==> src/rtl/cwm_pkg.sv <==
package cwm_pkg;

   typedef enum logic [2:0] {
      ST_IDLE = 3'd0,
      ST_SCAN = 3'd1,
      ST_RD   = 3'd2,
      ST_WR   = 3'd3,
      ST_FIN  = 3'd4
   } cwm_state_e;

   localparam logic [1:0] SEL_MASK = 2'd0;
   localparam logic [1:0] SEL_SRC  = 2'd1;
   localparam logic [1:0] SEL_DST  = 2'd2;
   localparam logic [1:0] SEL_CTRL = 2'd3;

endpackage

==> src/rtl/cwm_cmd_queue.sv <==
module cwm_cmd_queue
   import cwm_pkg::*;
#(
   parameter int ADDR_W   = 32,
   parameter int DATA_W   = 32,
   parameter int MASK_W   = 32,
   parameter int CNT_W    = 4,
   parameter int ALIGN_SH = 5
) (
   input  logic              clk,
   input  logic              rst_n,
   input  logic              cfg_wr,
   input  logic [1:0]        cfg_sel,
   input  logic [DATA_W-1:0] cfg_wdata,
   input  logic              engaged,
   input  logic              take,
   output logic              slot_vld,
   output logic [MASK_W-1:0] slot_mask,
   output logic [ADDR_W-1:0] slot_src,
   output logic [ADDR_W-1:0] slot_dst,
   output logic [CNT_W-1:0]  slot_cnt,
   output logic              slot_ie,
   output logic              pending
);

   localparam int IE_BIT = CNT_W;

   if (ADDR_W > DATA_W) begin : g_bad_addr
      $error("cwm_cmd_queue: ADDR_W must not exceed DATA_W");
   end
   if (IE_BIT >= DATA_W) begin : g_bad_ctrl
      $error("cwm_cmd_queue: control word does not fit DATA_W");
   end

   logic [MASK_W-1:0] stg_mask;
   logic [ADDR_W-1:0] stg_src;
   logic [ADDR_W-1:0] stg_dst;
   logic              commit;

   assign commit = cfg_wr && (cfg_sel == SEL_CTRL);

   // staging registers; low address bits dropped at entry
   always_ff @(posedge clk or negedge rst_n) begin
      if (!rst_n) begin
         stg_mask <= '0;
         stg_src  <= '0;
         stg_dst  <= '0;
      end else if (cfg_wr) begin
         case (cfg_sel)
            SEL_MASK: stg_mask <= cfg_wdata[MASK_W-1:0];
            SEL_SRC:  stg_src  <= {cfg_wdata[ADDR_W-1:ALIGN_SH], {ALIGN_SH{1'b0}}};
            SEL_DST:  stg_dst  <= {cfg_wdata[ADDR_W-1:ALIGN_SH], {ALIGN_SH{1'b0}}};
            default:  ;
         endcase
      end
   end

   // single command slot, newest commit wins
   always_ff @(posedge clk or negedge rst_n) begin
      if (!rst_n) begin
         slot_vld  <= 1'b0;
         slot_mask <= '0;
         slot_src  <= '0;
         slot_dst  <= '0;
         slot_cnt  <= '0;
         slot_ie   <= 1'b0;
         pending   <= 1'b0;
      end else begin
         if (commit) begin
            slot_vld  <= 1'b1;
            slot_mask <= stg_mask;
            slot_src  <= stg_src;
            slot_dst  <= stg_dst;
            slot_cnt  <= cfg_wdata[CNT_W-1:0];
            slot_ie   <= cfg_wdata[IE_BIT];
         end else if (take) begin
            slot_vld  <= 1'b0;
         end
         if (commit && (engaged || take)) begin
            pending <= 1'b1;
         end else if (take) begin
            pending <= 1'b0;
         end
      end
   end

   p_pend_fall_r9: assert property (@(posedge clk) disable iff (!rst_n)
      $fell(pending) |-> $past(take));

   p_pend_queued_r9: assert property (@(posedge clk) disable iff (!rst_n)
      pending |-> slot_vld);

endmodule

==> src/rtl/cwm_word_pick.sv <==
module cwm_word_pick #(
   parameter int MASK_W    = 32,
   parameter bit LOOKAHEAD = 1'b1,
   localparam int IDX_W    = $clog2(MASK_W)
) (
   input  logic [MASK_W-1:0] mask,
   input  logic [IDX_W-1:0]  idx,
   output logic              found,
   output logic [IDX_W-1:0]  pick,
   output logic              win_end
);

   localparam logic [IDX_W-1:0] LAST_IDX = IDX_W'(MASK_W - 1);

   if (LOOKAHEAD) begin : g_jump
      // lowest enabled word at or above idx, found in one cycle
      always_comb begin
         found = 1'b0;
         pick  = idx;
         for (int k = MASK_W - 1; k >= 0; k--) begin
            if (mask[k] && (k >= int'(idx))) begin
               found = 1'b1;
               pick  = IDX_W'(k);
            end
         end
         win_end = !found;
      end
   end else begin : g_step
      // one word examined per cycle
      always_comb begin
         found   = mask[idx];
         pick    = idx;
         win_end = !mask[idx] && (idx == LAST_IDX);
      end
   end

endmodule

==> src/rtl/cwm_engine.sv <==
module cwm_engine
   import cwm_pkg::*;
#(
   parameter int ADDR_W    = 32,
   parameter int DATA_W    = 32,
   parameter int MASK_W    = 32,
   parameter int CNT_W     = 4,
   parameter bit LOOKAHEAD = 1'b1
) (
   input  logic              clk,
   input  logic              rst_n,
   input  logic              slot_vld,
   input  logic [MASK_W-1:0] slot_mask,
   input  logic [ADDR_W-1:0] slot_src,
   input  logic [ADDR_W-1:0] slot_dst,
   input  logic [CNT_W-1:0]  slot_cnt,
   input  logic              slot_ie,
   output logic              take,
   output logic              engaged,
   output logic              active,
   output logic              irq,
   output logic              mem_req,
   output logic              mem_we,
   output logic [ADDR_W-1:0] mem_addr,
   output logic [DATA_W-1:0] mem_wdata,
   input  logic              mem_ack,
   input  logic [DATA_W-1:0] mem_rdata
);

   localparam int WORD_BYTES = DATA_W / 8;
   localparam int BYTE_SH    = $clog2(WORD_BYTES);
   localparam int IDX_W      = $clog2(MASK_W);
   localparam logic [IDX_W-1:0] LAST_IDX = IDX_W'(MASK_W - 1);

   if (CNT_W + IDX_W + BYTE_SH > ADDR_W) begin : g_bad_span
      $error("cwm_engine: command span exceeds address width");
   end

   cwm_state_e        state;
   logic [MASK_W-1:0] mask_q;
   logic [ADDR_W-1:0] src_q;
   logic [ADDR_W-1:0] dst_q;
   logic [CNT_W-1:0]  cnt_q;
   logic              ie_q;
   logic [CNT_W-1:0]  win_q;
   logic [IDX_W-1:0]  idx_q;
   logic [DATA_W-1:0] buf_q;
   logic              found;
   logic [IDX_W-1:0]  pick;
   logic              win_end;
   logic              last_win;
   logic [ADDR_W-1:0] offs;

   cwm_word_pick #(
      .MASK_W    (MASK_W),
      .LOOKAHEAD (LOOKAHEAD)
   ) u_pick (
      .mask    (mask_q),
      .idx     (idx_q),
      .found   (found),
      .pick    (pick),
      .win_end (win_end)
   );

   assign last_win  = (win_q == cnt_q);
   assign offs      = ADDR_W'({win_q, idx_q}) << BYTE_SH;
   assign take      = (state == ST_IDLE) && slot_vld;
   assign engaged   = (state != ST_IDLE);
   assign active    = (state == ST_SCAN) || (state == ST_RD) || (state == ST_WR);
   assign irq       = (state == ST_FIN) && ie_q;
   assign mem_req   = (state == ST_RD) || (state == ST_WR);
   assign mem_we    = (state == ST_WR);
   assign mem_addr  = ((state == ST_WR) ? dst_q : src_q) + offs;
   assign mem_wdata = buf_q;

   always_ff @(posedge clk or negedge rst_n) begin
      if (!rst_n) begin
         state  <= ST_IDLE;
         mask_q <= '0;
         src_q  <= '0;
         dst_q  <= '0;
         cnt_q  <= '0;
         ie_q   <= 1'b0;
         win_q  <= '0;
         idx_q  <= '0;
         buf_q  <= '0;
      end else begin
         case (state)
            ST_IDLE: begin
               if (slot_vld) begin
                  mask_q <= slot_mask;
                  src_q  <= slot_src;
                  dst_q  <= slot_dst;
                  cnt_q  <= slot_cnt;
                  ie_q   <= slot_ie;
                  win_q  <= '0;
                  idx_q  <= '0;
                  state  <= ST_SCAN;
               end
            end
            ST_SCAN: begin
               if (found) begin
                  idx_q <= pick;
                  state <= ST_RD;
               end else if (win_end) begin
                  if (last_win) begin
                     state <= ST_FIN;
                  end else begin
                     win_q <= win_q + CNT_W'(1);
                     idx_q <= '0;
                  end
               end else begin
                  idx_q <= idx_q + IDX_W'(1);
               end
            end
            ST_RD: begin
               if (mem_ack) begin
                  buf_q <= mem_rdata;
                  state <= ST_WR;
               end
            end
            ST_WR: begin
               if (mem_ack) begin
                  if (idx_q == LAST_IDX) begin
                     if (last_win) begin
                        state <= ST_FIN;
                     end else begin
                        win_q <= win_q + CNT_W'(1);
                        idx_q <= '0;
                        state <= ST_SCAN;
                     end
                  end else begin
                     idx_q <= idx_q + IDX_W'(1);
                     state <= ST_SCAN;
                  end
               end
            end
            ST_FIN:  state <= ST_IDLE;
            default: state <= ST_IDLE;
         endcase
      end
   end

   p_req_hold_r10: assert property (@(posedge clk) disable iff (!rst_n)
      mem_req && !mem_ack |=> mem_req && $stable(mem_addr) && $stable(mem_we)
                              && $stable(mem_wdata));

   p_wr_after_rd_r2: assert property (@(posedge clk) disable iff (!rst_n)
      $rose(mem_we) |-> $past(mem_ack) && !$past(mem_we));

   p_rd_enabled_r6: assert property (@(posedge clk) disable iff (!rst_n)
      mem_req |-> mask_q[idx_q]);

   p_irq_single_r7: assert property (@(posedge clk) disable iff (!rst_n)
      irq |=> !irq);

   p_irq_after_run_r7: assert property (@(posedge clk) disable iff (!rst_n)
      irq |-> $past(active) && !active);

endmodule

==> src/rtl/cfg_window_mover.sv <==
module cfg_window_mover #(
   parameter int ADDR_W      = 32,
   parameter int DATA_W      = 32,
   parameter int WIN_WORDS   = 32,
   parameter int CNT_W       = 4,
   parameter int ALIGN_BYTES = 32,
   parameter bit LOOKAHEAD   = 1'b1
) (
   input  logic              clk,
   input  logic              rst_n,
   input  logic              cfg_wr,
   input  logic [1:0]        cfg_sel,
   input  logic [DATA_W-1:0] cfg_wdata,
   output logic              stat_pending,
   output logic              stat_active,
   output logic              irq_done,
   output logic              mem_req,
   output logic              mem_we,
   output logic [ADDR_W-1:0] mem_addr,
   output logic [DATA_W-1:0] mem_wdata,
   input  logic              mem_ack,
   input  logic [DATA_W-1:0] mem_rdata
);

   localparam int ALIGN_SH   = $clog2(ALIGN_BYTES);
   localparam int WORD_BYTES = DATA_W / 8;

   if ((DATA_W % 8) != 0) begin : g_bad_data
      $error("cfg_window_mover: DATA_W must be a whole number of bytes");
   end
   if ((WIN_WORDS & (WIN_WORDS - 1)) != 0 || WIN_WORDS < 2) begin : g_bad_win
      $error("cfg_window_mover: WIN_WORDS must be a power of two of at least 2");
   end
   if (WIN_WORDS > DATA_W) begin : g_bad_mask
      $error("cfg_window_mover: mask must fit in one register write");
   end
   if ((ALIGN_BYTES & (ALIGN_BYTES - 1)) != 0 || ALIGN_BYTES < WORD_BYTES) begin : g_bad_align
      $error("cfg_window_mover: ALIGN_BYTES must be a power of two of at least one word");
   end

   logic                 slot_vld;
   logic [WIN_WORDS-1:0] slot_mask;
   logic [ADDR_W-1:0]    slot_src;
   logic [ADDR_W-1:0]    slot_dst;
   logic [CNT_W-1:0]     slot_cnt;
   logic                 slot_ie;
   logic                 take;
   logic                 engaged;

   cwm_cmd_queue #(
      .ADDR_W   (ADDR_W),
      .DATA_W   (DATA_W),
      .MASK_W   (WIN_WORDS),
      .CNT_W    (CNT_W),
      .ALIGN_SH (ALIGN_SH)
   ) u_queue (
      .clk       (clk),
      .rst_n     (rst_n),
      .cfg_wr    (cfg_wr),
      .cfg_sel   (cfg_sel),
      .cfg_wdata (cfg_wdata),
      .engaged   (engaged),
      .take      (take),
      .slot_vld  (slot_vld),
      .slot_mask (slot_mask),
      .slot_src  (slot_src),
      .slot_dst  (slot_dst),
      .slot_cnt  (slot_cnt),
      .slot_ie   (slot_ie),
      .pending   (stat_pending)
   );

   cwm_engine #(
      .ADDR_W    (ADDR_W),
      .DATA_W    (DATA_W),
      .MASK_W    (WIN_WORDS),
      .CNT_W     (CNT_W),
      .LOOKAHEAD (LOOKAHEAD)
   ) u_engine (
      .clk       (clk),
      .rst_n     (rst_n),
      .slot_vld  (slot_vld),
      .slot_mask (slot_mask),
      .slot_src  (slot_src),
      .slot_dst  (slot_dst),
      .slot_cnt  (slot_cnt),
      .slot_ie   (slot_ie),
      .take      (take),
      .engaged   (engaged),
      .active    (stat_active),
      .irq       (irq_done),
      .mem_req   (mem_req),
      .mem_we    (mem_we),
      .mem_addr  (mem_addr),
      .mem_wdata (mem_wdata),
      .mem_ack   (mem_ack),
      .mem_rdata (mem_rdata)
   );

   p_quiet_idle_r8: assert property (@(posedge clk) disable iff (!rst_n)
      mem_req |-> stat_active);

   p_pend_needs_run_r9: assert property (@(posedge clk) disable iff (!rst_n)
      $rose(stat_pending) |-> $past(cfg_wr) && ($past(cfg_sel) == 2'd3));

endmodule

==> config.mk <==
export PLATFORM = sky130hd
export DESIGN_NAME = cfg_window_mover
export DESIGN_NICKNAME = d
export VERILOG_FILES = /design/src/rtl/cwm_pkg.sv /design/src/rtl/cwm_cmd_queue.sv /design/src/rtl/cwm_word_pick.sv /design/src/rtl/cwm_engine.sv /design/src/rtl/cfg_window_mover.sv
export SDC_FILE = /design/constraint.sdc
export NUM_CORES = 1
export LEC_CHECK = 0
export BUFFER_PORTS_ARGS = -buffer_cell sky130_fd_sc_hd__buf_4
export CELL_PAD_IN_SITES_DETAIL_PLACEMENT = 2
export CELL_PAD_IN_SITES_GLOBAL_PLACEMENT = 2
export CORE_ASPECT_RATIO = 1.4
export CORE_UTILIZATION = 42
export DETAILED_ROUTE_END_ITERATION = 12
export GPL_TIMING_DRIVEN = 0
export PLACE_DENSITY_LB_ADDON = 0.1
export SKIP_LAST_GASP = 1
export SLEW_MARGIN = 25
export SYNTH_ARGS = -nofsm -noshare
export SYNTH_HDL_FRONTEND = slang
export SYNTH_HIERARCHICAL = 1
export SYNTH_SLANG_ARGS = --single-unit
==> constraint.sdc <==
create_clock -name clk -period 3.8 [get_ports clk]
set_clock_uncertainty 0.05 [all_clocks]
set_input_delay 0.19 -clock clk [delete_from_list [all_inputs] [get_ports clk]]
set_output_delay 0.19 -clock clk [all_outputs]
set_load 0.02 [all_outputs]
Word level (Yosys, flattened, before mapping)
Index checks and enable logic that the tools add are counted.
{"block": "word_totals", "out_inout_bits": 69, "word_cells": 210, "reg_bits": 314, "in_bits": 70}
{"block": "op_classes", "reduce_logical": 53, "n_eq_ne": 16, "mux": 88, "add_sub_neg": 3, "order_cmp": 31}
{"operator": "$mux W5", "count": 37}
{"operator": "$ge A5 B5 Y1 const A", "count": 15}
{"operator": "$ge A4 B5 Y1 const A", "count": 8}
{"operator": "$logic_and A1 B1 Y1", "count": 35}
{"operator": "$mux W1", "count": 35}
{"operator": "$ne A34 B33 Y1 const B", "count": 1}
{"operator": "$add A32 B11 Y32", "count": 1}
{"operator": "$mux W32", "count": 1}
{"operator": "$mux W3", "count": 7}
{"operator": "$ge A3 B5 Y1 const A", "count": 4}
{"operator": "$mux W4", "count": 5}
{"operator": "$pmux W5 S3", "count": 1}
{"operator": "$pmux W3 S4", "count": 1}
{"operator": "$pmux W4 S3", "count": 1}
{"operator": "$ge A1 B5 Y1 const A", "count": 2}
{"operator": "$ge A2 B5 Y1 const A", "count": 2}
{"operator": "$reduce_and A2 Y1", "count": 5}
{"operator": "$reduce_and A4 Y1", "count": 2}
{"operator": "$eq A3 B2 Y1 const B", "count": 2}
{"operator": "$ne A2 B2 Y1 const B", "count": 3}
{"operator": "$reduce_bool A3 Y1", "count": 2}
{"operator": "$add A5 B1 Y5 const B", "count": 1}
{"operator": "$eq A5 B5 Y1 const B", "count": 1}
{"operator": "$reduce_and A5 Y1", "count": 1}
{"operator": "12 further kinds", "count": 18}

Depth between registers and ports, before layout
Gate-level depths: netlist of the first run.
{"block": "depth", "word_depth": 35, "mapped_depth": 16, "depth_no_buf": 12}

Modules after synthesis
The synthesis of the first run kept the hierarchy.
{"mod": "cwm_engine", "seq_area_each_um2": 3628.5, "cells_per_inst": 607, "n_inst": 1, "area_per_inst_um2": 7278.2}
{"mod": "cwm_cmd_queue", "seq_area_each_um2": 4479.3, "cells_per_inst": 395, "n_inst": 1, "area_per_inst_um2": 6765.2}
{"mod": "cwm_word_pick", "seq_area_each_um2": 0.0, "cells_per_inst": 161, "n_inst": 1, "area_per_inst_um2": 1009.7}

Worst setup path before layout of the first run
No wires, ideal clock.
{"block": "synth_path", "kind": "reg-to-output", "start": "reg u_engine.state[1]", "end": "out mem_addr[28]", "path_buffers": 3, "required_time_ps": 3560, "stages_incl_launch_ff": 16, "slack_ps": 108, "arrival_ps": 3452, "path_cell_list": "dfrtp_1 nand3b_4 inv_2 buf_2 buf_2 buf_1 nand2_1 nand2_1 ha_1 fa_1 a211o_1 a211oi_2 o211ai_1 and3_1 o21ai_1 xor2_1"}
{"block": "synth_via", "elab_chain_cells": 3}
{"element": "from (decl)", "line_no": "cwm_engine.sv:39", "source": "cwm_state_e state;"}
{"element": "from (signal assigned)", "line_no": "cwm_engine.sv:78", "source": "state <= ST_IDLE;"}
{"element": "from (signal assigned)", "line_no": "cwm_engine.sv:98", "source": "state <= ST_SCAN;"}
{"element": "from (signal assigned)", "line_no": "cwm_engine.sv:104", "source": "state <= ST_RD;"}
{"element": "$eq A3 B2 Y1"}
{"element": "named net mem_we", "line_no": "cfg_window_mover.sv:18", "source": "output logic mem_we,"}
{"element": "$mux W32", "line_no": "cwm_engine.sv:73", "source": "assign mem_addr = ((state == ST_WR) ? dst_q : src_q) + offs;"}
{"element": "$add A32 B11 Y32", "line_no": "cwm_engine.sv:73"}
{"element": "to (decl)", "line_no": "cfg_window_mover.sv:19", "source": "output logic [ADDR_W-1:0] mem_addr,"}
The timed path passes the listed nets, and every way through them passes these cells.

Final worst setup path of the first run
{"block": "layout_path", "start": "reg u_engine.state[2]", "end": "out mem_addr[24]"}
{"block": "layout_via", "elab_chain_cells": 3}
{"element": "$eq A3 B2 Y1", "line_no": "cwm_engine.sv:73"}
{"element": "$mux W32", "line_no": "cwm_engine.sv:73"}
{"element": "$add A32 B11 Y32", "line_no": "cwm_engine.sv:73"}
No other way between the ends.

==> results by group, run 1 <==
STA
  • Period utilisation layout: 1.03
  • Achievable frequency: 255 MHz
  • RSZ-0062 raised after global routing: yes
  • Setup-failing EPs final: 7
  • Min Tclk post-route: 3.92 ns
  • Final hold vios: 0
  • Worst Tran Pin Value: 0.794 ns
  • Final setup slack of the worst path: -0.121 ns
  • Fin. max-slew vios: 0
  • Max_slew headroom: 0.464

Placed design
  • Post-Place Cells: 1,770
  • Post-DP HPWL: 31,900 um
  • DP Area: 16,800 sq um
  • Worst slack, placed: -1.26 ns
  • Gpl congestion: 0.852
  • Port buffer count: 138

Hold path
  • Hold Path Class: in -> reg
  • Hold Crit Start: cfg_sel[0]

Critical path
  • Critical path, cell by cell: nand3b_4, buf_12, nand2_4, nand2_4, ha_4, fa_2, a211o_1, a211oi_2, o211ai_1, buf_4, buf_12, buf_6, nand4_1, xor2_1, mux2i_1, buf_4
  • CP endpoint kind: output port
  • WP data arrival: 3.68 ns
  • CP startpoint: u_engine/state[2]
  • Worst path required time: 3.56 ns
  • CP Class: reg -> out
  • RR Startpoint: u_engine/idx_q[4]
  • Reg2Reg Setup Slack: 0.18 ns
  • Max FO, Critical Path: 7
  • CP peak stage delay: 0.40 ns
  • CP startpoint kind: flop
  • Slowest-stage cell, CP: dfrtp_1

Layout
  • NumNets Final: 1,540
  • Most frequent cells in the layout: dfrtp_1 (323), mux2_2 (310), buf_4 (200)
  • Non-filler cells, final: 1,936
  • Commonest non-fill, non-tap cell in the layout: dfrtp_1
  • Area Growth Syn to Fin: 28.8%
  • Final core occ: 0.551
  • # diodes: 0
  • Share of cells above drive strength 1: 0.468
  • Final instance area: 19,400 sq um

Yosys
  • Top FF cell, synth: dfrtp_1
  • Yosys reg bits: 324
  • Post-synth top area share: 0.539
  • Top post-synthesis cells by area: dfrtp_1 (54%), mux2_2 (23%), nand2_1 (2.1%)
  • Ys Warns: 6
  • Synth area leader: dfrtp_1
  • Synthesized instance count: 1,163
  • Mapped Area: 15,100 sq um
  • Seq/Total Area, Yosys: 0.539
  • Avg Inst Size Synth: 12.9 sq um
  • Synth cell types: 80
  • Post-synth ARST share: 1.00
  • EDFF count, synth: 0

Clock tree
  • Total CTS buffers: 34
  • H-tree levels: 2
  • CTS max path bufs: 3
  • Sink Count: 324
  • Root Driver: clkbuf_16
  • Worst-skew pair later-pin latency: 0.54 ns
  • Worst-path clk slew: 0.07 ns
  • CTS tree: yes

Power
  • Overall power: 0.0167 W
  • Peak VDD IR: 409 uV
  • Static Leakage: 8.54 nW
  • Power per standard cell area: 860 nW/um^2

Die
  • Die ar.: 36,600 sq um
  • Die Span Y: 226 um
  • Die W: 162 um
  • Initial Util: 0.428
  • IO Pins: 139
  • # rows: 81
  • Core footprint: 35,200 sq um

Global route
  • Tot GR Track Use: 0.289
  • Total grt overflow: 0
  • Largest net degree at the start of global routing: 93
  • First-pass GRT wire length: 78,800 um
  • Vias in the first global route: 12,951
  • Antenna violations before repair: 0

Drt
  • Vias/cell: 5.58
  • WL/cell: 27.0 um
  • Iter 0 DRT Violations: 512
  • Vias: 10,809
  • DRC violations left: 0
  • Total Routed Length: 52,300 um
  • Drt pass-1 iters: 5
  • Routed Antenna Nets: 0

Run status
  • Failing checks: negative setup slack
  • Status: finished, violations left

Job
  • Max_cap viols: 0
[cell families after synthesis]
kind of cell    Yosys count  synth area share
fa+ha+maj                13            0.0113
flops                   324             0.539
buf+inv                  86            0.0372
other cells               1          0.000249
mux                     331             0.246
compound gates          150            0.0692
xor+xnor                 38            0.0221
simple gates            220            0.0755
[routing by layer]
layer	vias to the layer above	GRT usage	part of all wire
li1	4768	-	-
met1	5742	0.309	0.37
met2	221	0.566	0.57
met3	78	0.0402	0.033
met4	0	0.103	0.024
met5	-	0	0
[per-stage QoR]
step | hold slack [ns] | setup TNS [ns]
CTS | 0.00963 | -1.51
finish | 0.0248 | -0.323
floorplan | -0.156 | 0
global placement | 0.372 | -187.40
detailed placement | 0.0592 | -22.30
global route | 0.0306 | -1.38
[power by group]
part           internal [W]  total [W]  leakage, nW  switching [W]
Combinational       0.00355    0.00750         4.12        0.00395
Clock               0.00184    0.00328        0.524        0.00144
Sequential          0.00470    0.00588         3.89        0.00118
Total                0.0101     0.0167         8.54        0.00657
[sequential cells by signal, summed over array words and instances (netlist names), 27 cells and up]
register	flops
u_engine/dst_q	32
u_engine/mask_q	32
u_engine/mem_wdata	32
u_engine/src_q	32
u_queue/slot_dst	27
u_queue/slot_mask	32
u_queue/slot_src	27
u_queue/stg_dst	27
u_queue/stg_mask	32
u_queue/stg_src	27
[final timing paths]
check,cells past startpoint,end
max reg2reg,12,u_engine/idx_q[2]
min,3,u_queue/stg_mask[20]
max in group asynchronous,3,u_engine/mem_wdata[2]
min reg2reg,1,u_engine/src_q[6]
min in group asynchronous,2,u_engine/dst_q[8]
max,16,mem_addr[24]
[final cells by class]
class	count	area, sq um
plain buffers	63	504
clock buffers	50	1000
clock inverters	9	68.8
fillers	3260	15800
inverters	18	75.1
multi-input cells	762	6810
flip-flops and latches	324	8110
well taps	456	571
repair buffers	254	2240
[critical path, delay by kind of cell, from the launching register on]
family	cells	cell delay (ns)
AO/OA/AOI/OAI	3	0.74
XOR/XNOR	1	0.17
adder cells (fa/ha/maj)	2	0.50
buffers and inverters	5	0.79
flip-flops	1	0.40
multiplexers	1	0.09
AND/OR/NAND/NOR	4	0.47
[Yosys cell counts, drive strengths merged, types with 6 or more instances]
master and instances:
nand2 88, a21oi 34, ha 12, o211ai 17, nor3 17, buf 62
a211oi 8, nor4 8, mux2 310, and3 10, dfrtp 324, nor2 28
mux2i 21, nand3 26, inv 18, clkbuf 6, xor2 20, o22ai 6
nand4 16, o21ai 33, xnor2 18
[timing repair]
item	CTS	global route
buffers inserted	31	15
pin swaps	40	21
hold buffers	65	0
gates resized for setup	84	25
hold endpoints to repair	447	0
endpoints found under the setup margin	29	24
gates cloned	1	0
No activity file was read; power rests on OpenSTA's default activity.
==> run 2, diff against run 1 <==
clock period = 4.34 ns   (was 3.8 ns; I/O delays follow)
==> run 2 against run 1 <==
The flow now finishes without violations. Final area down 3.3%. Clock power decreased by 13%. Combinational power down 22%. Power is 17% lower. Worst hold slack better by 0.031 ns. Sequential share of layout area is 1.4 points higher. Wire length decreased by 8.0%. Sequential power shrank 14%. Non-clock buffer count shrank 32. Die area is the same. Final cell count shrank 1.7%. Critical path type unchanged. Largest cell class unchanged.
==> results by group, run 2 (synthesized netlist as in run 1, its figures left out) <==
Layout
  • Most frequent cells in the layout: dfrtp_1 (324), mux2_2 (310), buf_4 (177)
  • Area of the multi-input gates: 6470 sq um (-5.0%)
  • Commonest non-fill, non-tap cell in the layout: dfrtp_1
  • Layout fillers: 3,348 (+2.7%)
  • # diodes: 0 (unchanged)
  • Area Growth Syn to Fin: 24.4%
  • Share of cells above drive strength 1: 0.425 (-0.0428)
  • NumNets Final: 1,508 (-2.1%)
  • FF/Latch Area: 8110 sq um (about the same)

Global route
  • First-pass GRT wire length: 74,100 um (-6.0%)
  • Largest net degree at the start of global routing: 93 (unchanged)
  • Total grt overflow: 0 (unchanged)
  • Antenna violations before repair: 0 (unchanged)
  • Vias in the first global route: 12,542 (-3.2%)
  • Tot GR Track Use: 0.270 (-0.0188)

Clock tree
  • Root Driver: clkbuf_16
  • Worst-path clk slew: 0.06 ns (about the same)
  • Worst-skew pair later-pin latency: 0.53 ns (about the same)
  • Total CTS buffers: 34 (unchanged)
  • CTS max path bufs: 3 (unchanged)
  • H-tree levels: 2 (unchanged)
  • Sink Count: 324 (unchanged)
  • CTS tree: yes

STA
  • Fin. max-slew vios: 0 (unchanged)
  • Achievable frequency: 241 MHz
  • Final hold vios: 0 (unchanged)
  • Worst Tran Pin Value: 0.724 ns (-0.0699 ns)
  • Total negative slack: 0 ns (+0.323 ns)
  • Period utilisation layout: 0.955
  • RSZ-0062 raised after global routing: no
  • Max_slew headroom: 0.513 (+0.0496)
  • Min Tclk post-route: 4.15 ns
  • Setup-failing EPs final: 0 (-7)

Drt
  • Vias: 10,563 (-2.3%)
  • WL/cell: 25.3 um (-6.4%)
  • Iter 0 DRT Violations: 421 (-18%)
  • Routed Antenna Nets: 0 (unchanged)
  • Top Metal Used: met4
  • Total Routed Length: 48,100 um (-8.0%)
  • DR WL met3: 1500 um (-12%)
  • DRC violations left: 0 (unchanged)
  • Met2 wire len: 26,800 um (-9.8%)
  • Vias/cell: 5.55 (-0.63%)
  • Drt pass-1 iters: 4 (-1)
  • DRT met1 WL: 18,300 um (-6.7%)

Die
  • Initial Util: 0.428 (unchanged)
  • Die W: 162 um (unchanged)
  • Die ar.: 36,600 sq um (unchanged)
  • # rows: 81 (unchanged)
  • Die Span Y: 226 um (unchanged)
  • Core footprint: 35,200 sq um (unchanged)
  • IO Pins: 139 (unchanged)

Critical path
  • Reg-to-Reg End: u_engine/idx_q[2]
  • Crit path to: mem_addr[26]
  • RR Startpoint: u_engine/idx_q[0]
  • Worst path required time: 4.07 ns (+0.51 ns)
  • CP endpoint kind: output port
  • CP startpoint kind: flop
  • CP Class: reg -> out
  • Max FO, Critical Path: 19 (+12)
  • WP data arrival: 3.88 ns (+0.20 ns)
  • CP startpoint: u_engine/state[0]
  • Cell count of the worst reg-to-reg path: 12 (unchanged)
  • Reg2Reg Setup Slack: 0.81 ns (+0.63 ns)

Power
  • Static Leakage: 8.28 nW (-3.0%)
  • Combinational power share: 0.424 (-0.026)
  • P_sw: 0.00533 W (-19%)
  • Cell internal pwr: 0.00844 W (-16%)
  • Peak VDD IR: 454 uV (+11%)
  • Flop pwr share: 0.368 (+0.015)
  • Overall power: 0.0138 W (-17%)
  • Switching share of power: 0.387 (-0.00743)
  • Power per standard cell area: 735 nW/um^2 (-15%)
  • Clock power frac: 0.208 (+0.011)

Placed design
  • Gpl congestion: 0.852 (unchanged)
  • Port buffer count: 138 (unchanged)
  • Post-DP HPWL: 31,900 um (unchanged)

Hold path
  • Hold Path Class: in -> reg

Run status
  • Status: complete, no violations

Job
  • Max_cap viols: 0 (unchanged)
## run 2: changes by cell type in the layout (fill, tap and decap cells not counted), sizes merged
cell	change
buf	-32
## run 2: metrics by stage
step	worst slack (ns)	util	instances	hold slack, ns	cell area (sq um)
after floorplan	0.621	-	1172	-0.129	15100
after global placement	-0.632	0.475	1766	0.399	16700
after detailed placement	-0.747	0.478	1770	0.0862	16800
after CTS	-0.0115	0.531	1902	0.0366	18700
after global routing	0.0271	0.533	1904	0.0574	18700
final	0.195	0.533	1904	0.0555	18700
## run 2: timing repair
| action | in CTS | in global routing |
|---|---|---|
| pin swaps | 6 | 4 |
| hold buffers | 65 | 0 |
| endpoints found under the hold margin | 401 | 0 |
| setup buffers | 10 | 3 |
| gates resized for setup | 19 | 11 |
| setup endpoints to repair | 26 | 16 |
## run 2: routing by layer
metal | GRT usage | up-vias
li1 | - | 4698
met3 | 0.0382 | 77
met4 | 0.0989 | 0
met1 | 0.292 | 5573
met2 | 0.524 | 215
met5 | 0 | -
## run 2: cell type report
type,instances,share of cell area
plain buffers,65,0.0283
clock buffers,50,0.0534
clock inverters,9,0.00367
inverters,18,0.00401
multi-input cells,762,0.345
flip-flops and latches,324,0.433
well taps,456,0.0305
repair buffers,220,0.102
## run 2: worst min path at each step
stage,cells after the start,slack [ns],startpoint,to
floorplan,0,-0.13,rst_n,u_engine/cnt_q[0]
finish,3,0.06,cfg_sel[0],u_queue/stg_mask[20]
detailed placement,1,0.09,rst_n,u_queue/slot_src[8]
CTS,3,0.04,cfg_sel[0],u_queue/stg_mask[20]
global route,3,0.06,cfg_sel[0],u_queue/stg_mask[20]
global placement,2,0.40,mem_rdata[29],u_engine/mem_wdata[29]
## run 2: worst max-delay path, cell delays in order (launching register included)
cell	delay (ns)
dfrtp_1	0.43
nand3b_4	0.17
inv_8	0.08
buf_12	0.15
buf_12	0.17
nand2_1	0.09
nand2_2	0.06
ha_4	0.17
fa_2	0.36
a211o_1	0.30
a211oi_2	0.28
o211ai_1	0.12
buf_4	0.18
buf_12	0.13
and3_1	0.18
nand2_1	0.09
xor2_1	0.19
buf_4	0.18
## run 2: power by group through the flow
| stage | sequential [W] | clock [W] | combinational, W |
|---|---|---|---|
| after global routing | 0.00520 | 0.00301 | 0.00625 |
| after CTS | 0.00504 | 0.00293 | 0.00575 |
| after floorplan | 0.00488 | 0 | 0.00345 |
| after global placement | 0.00499 | 0 | 0.00528 |
| final | 0.00507 | 0.00286 | 0.00584 |
| after detailed placement | 0.00507 | 0 | 0.00548 |
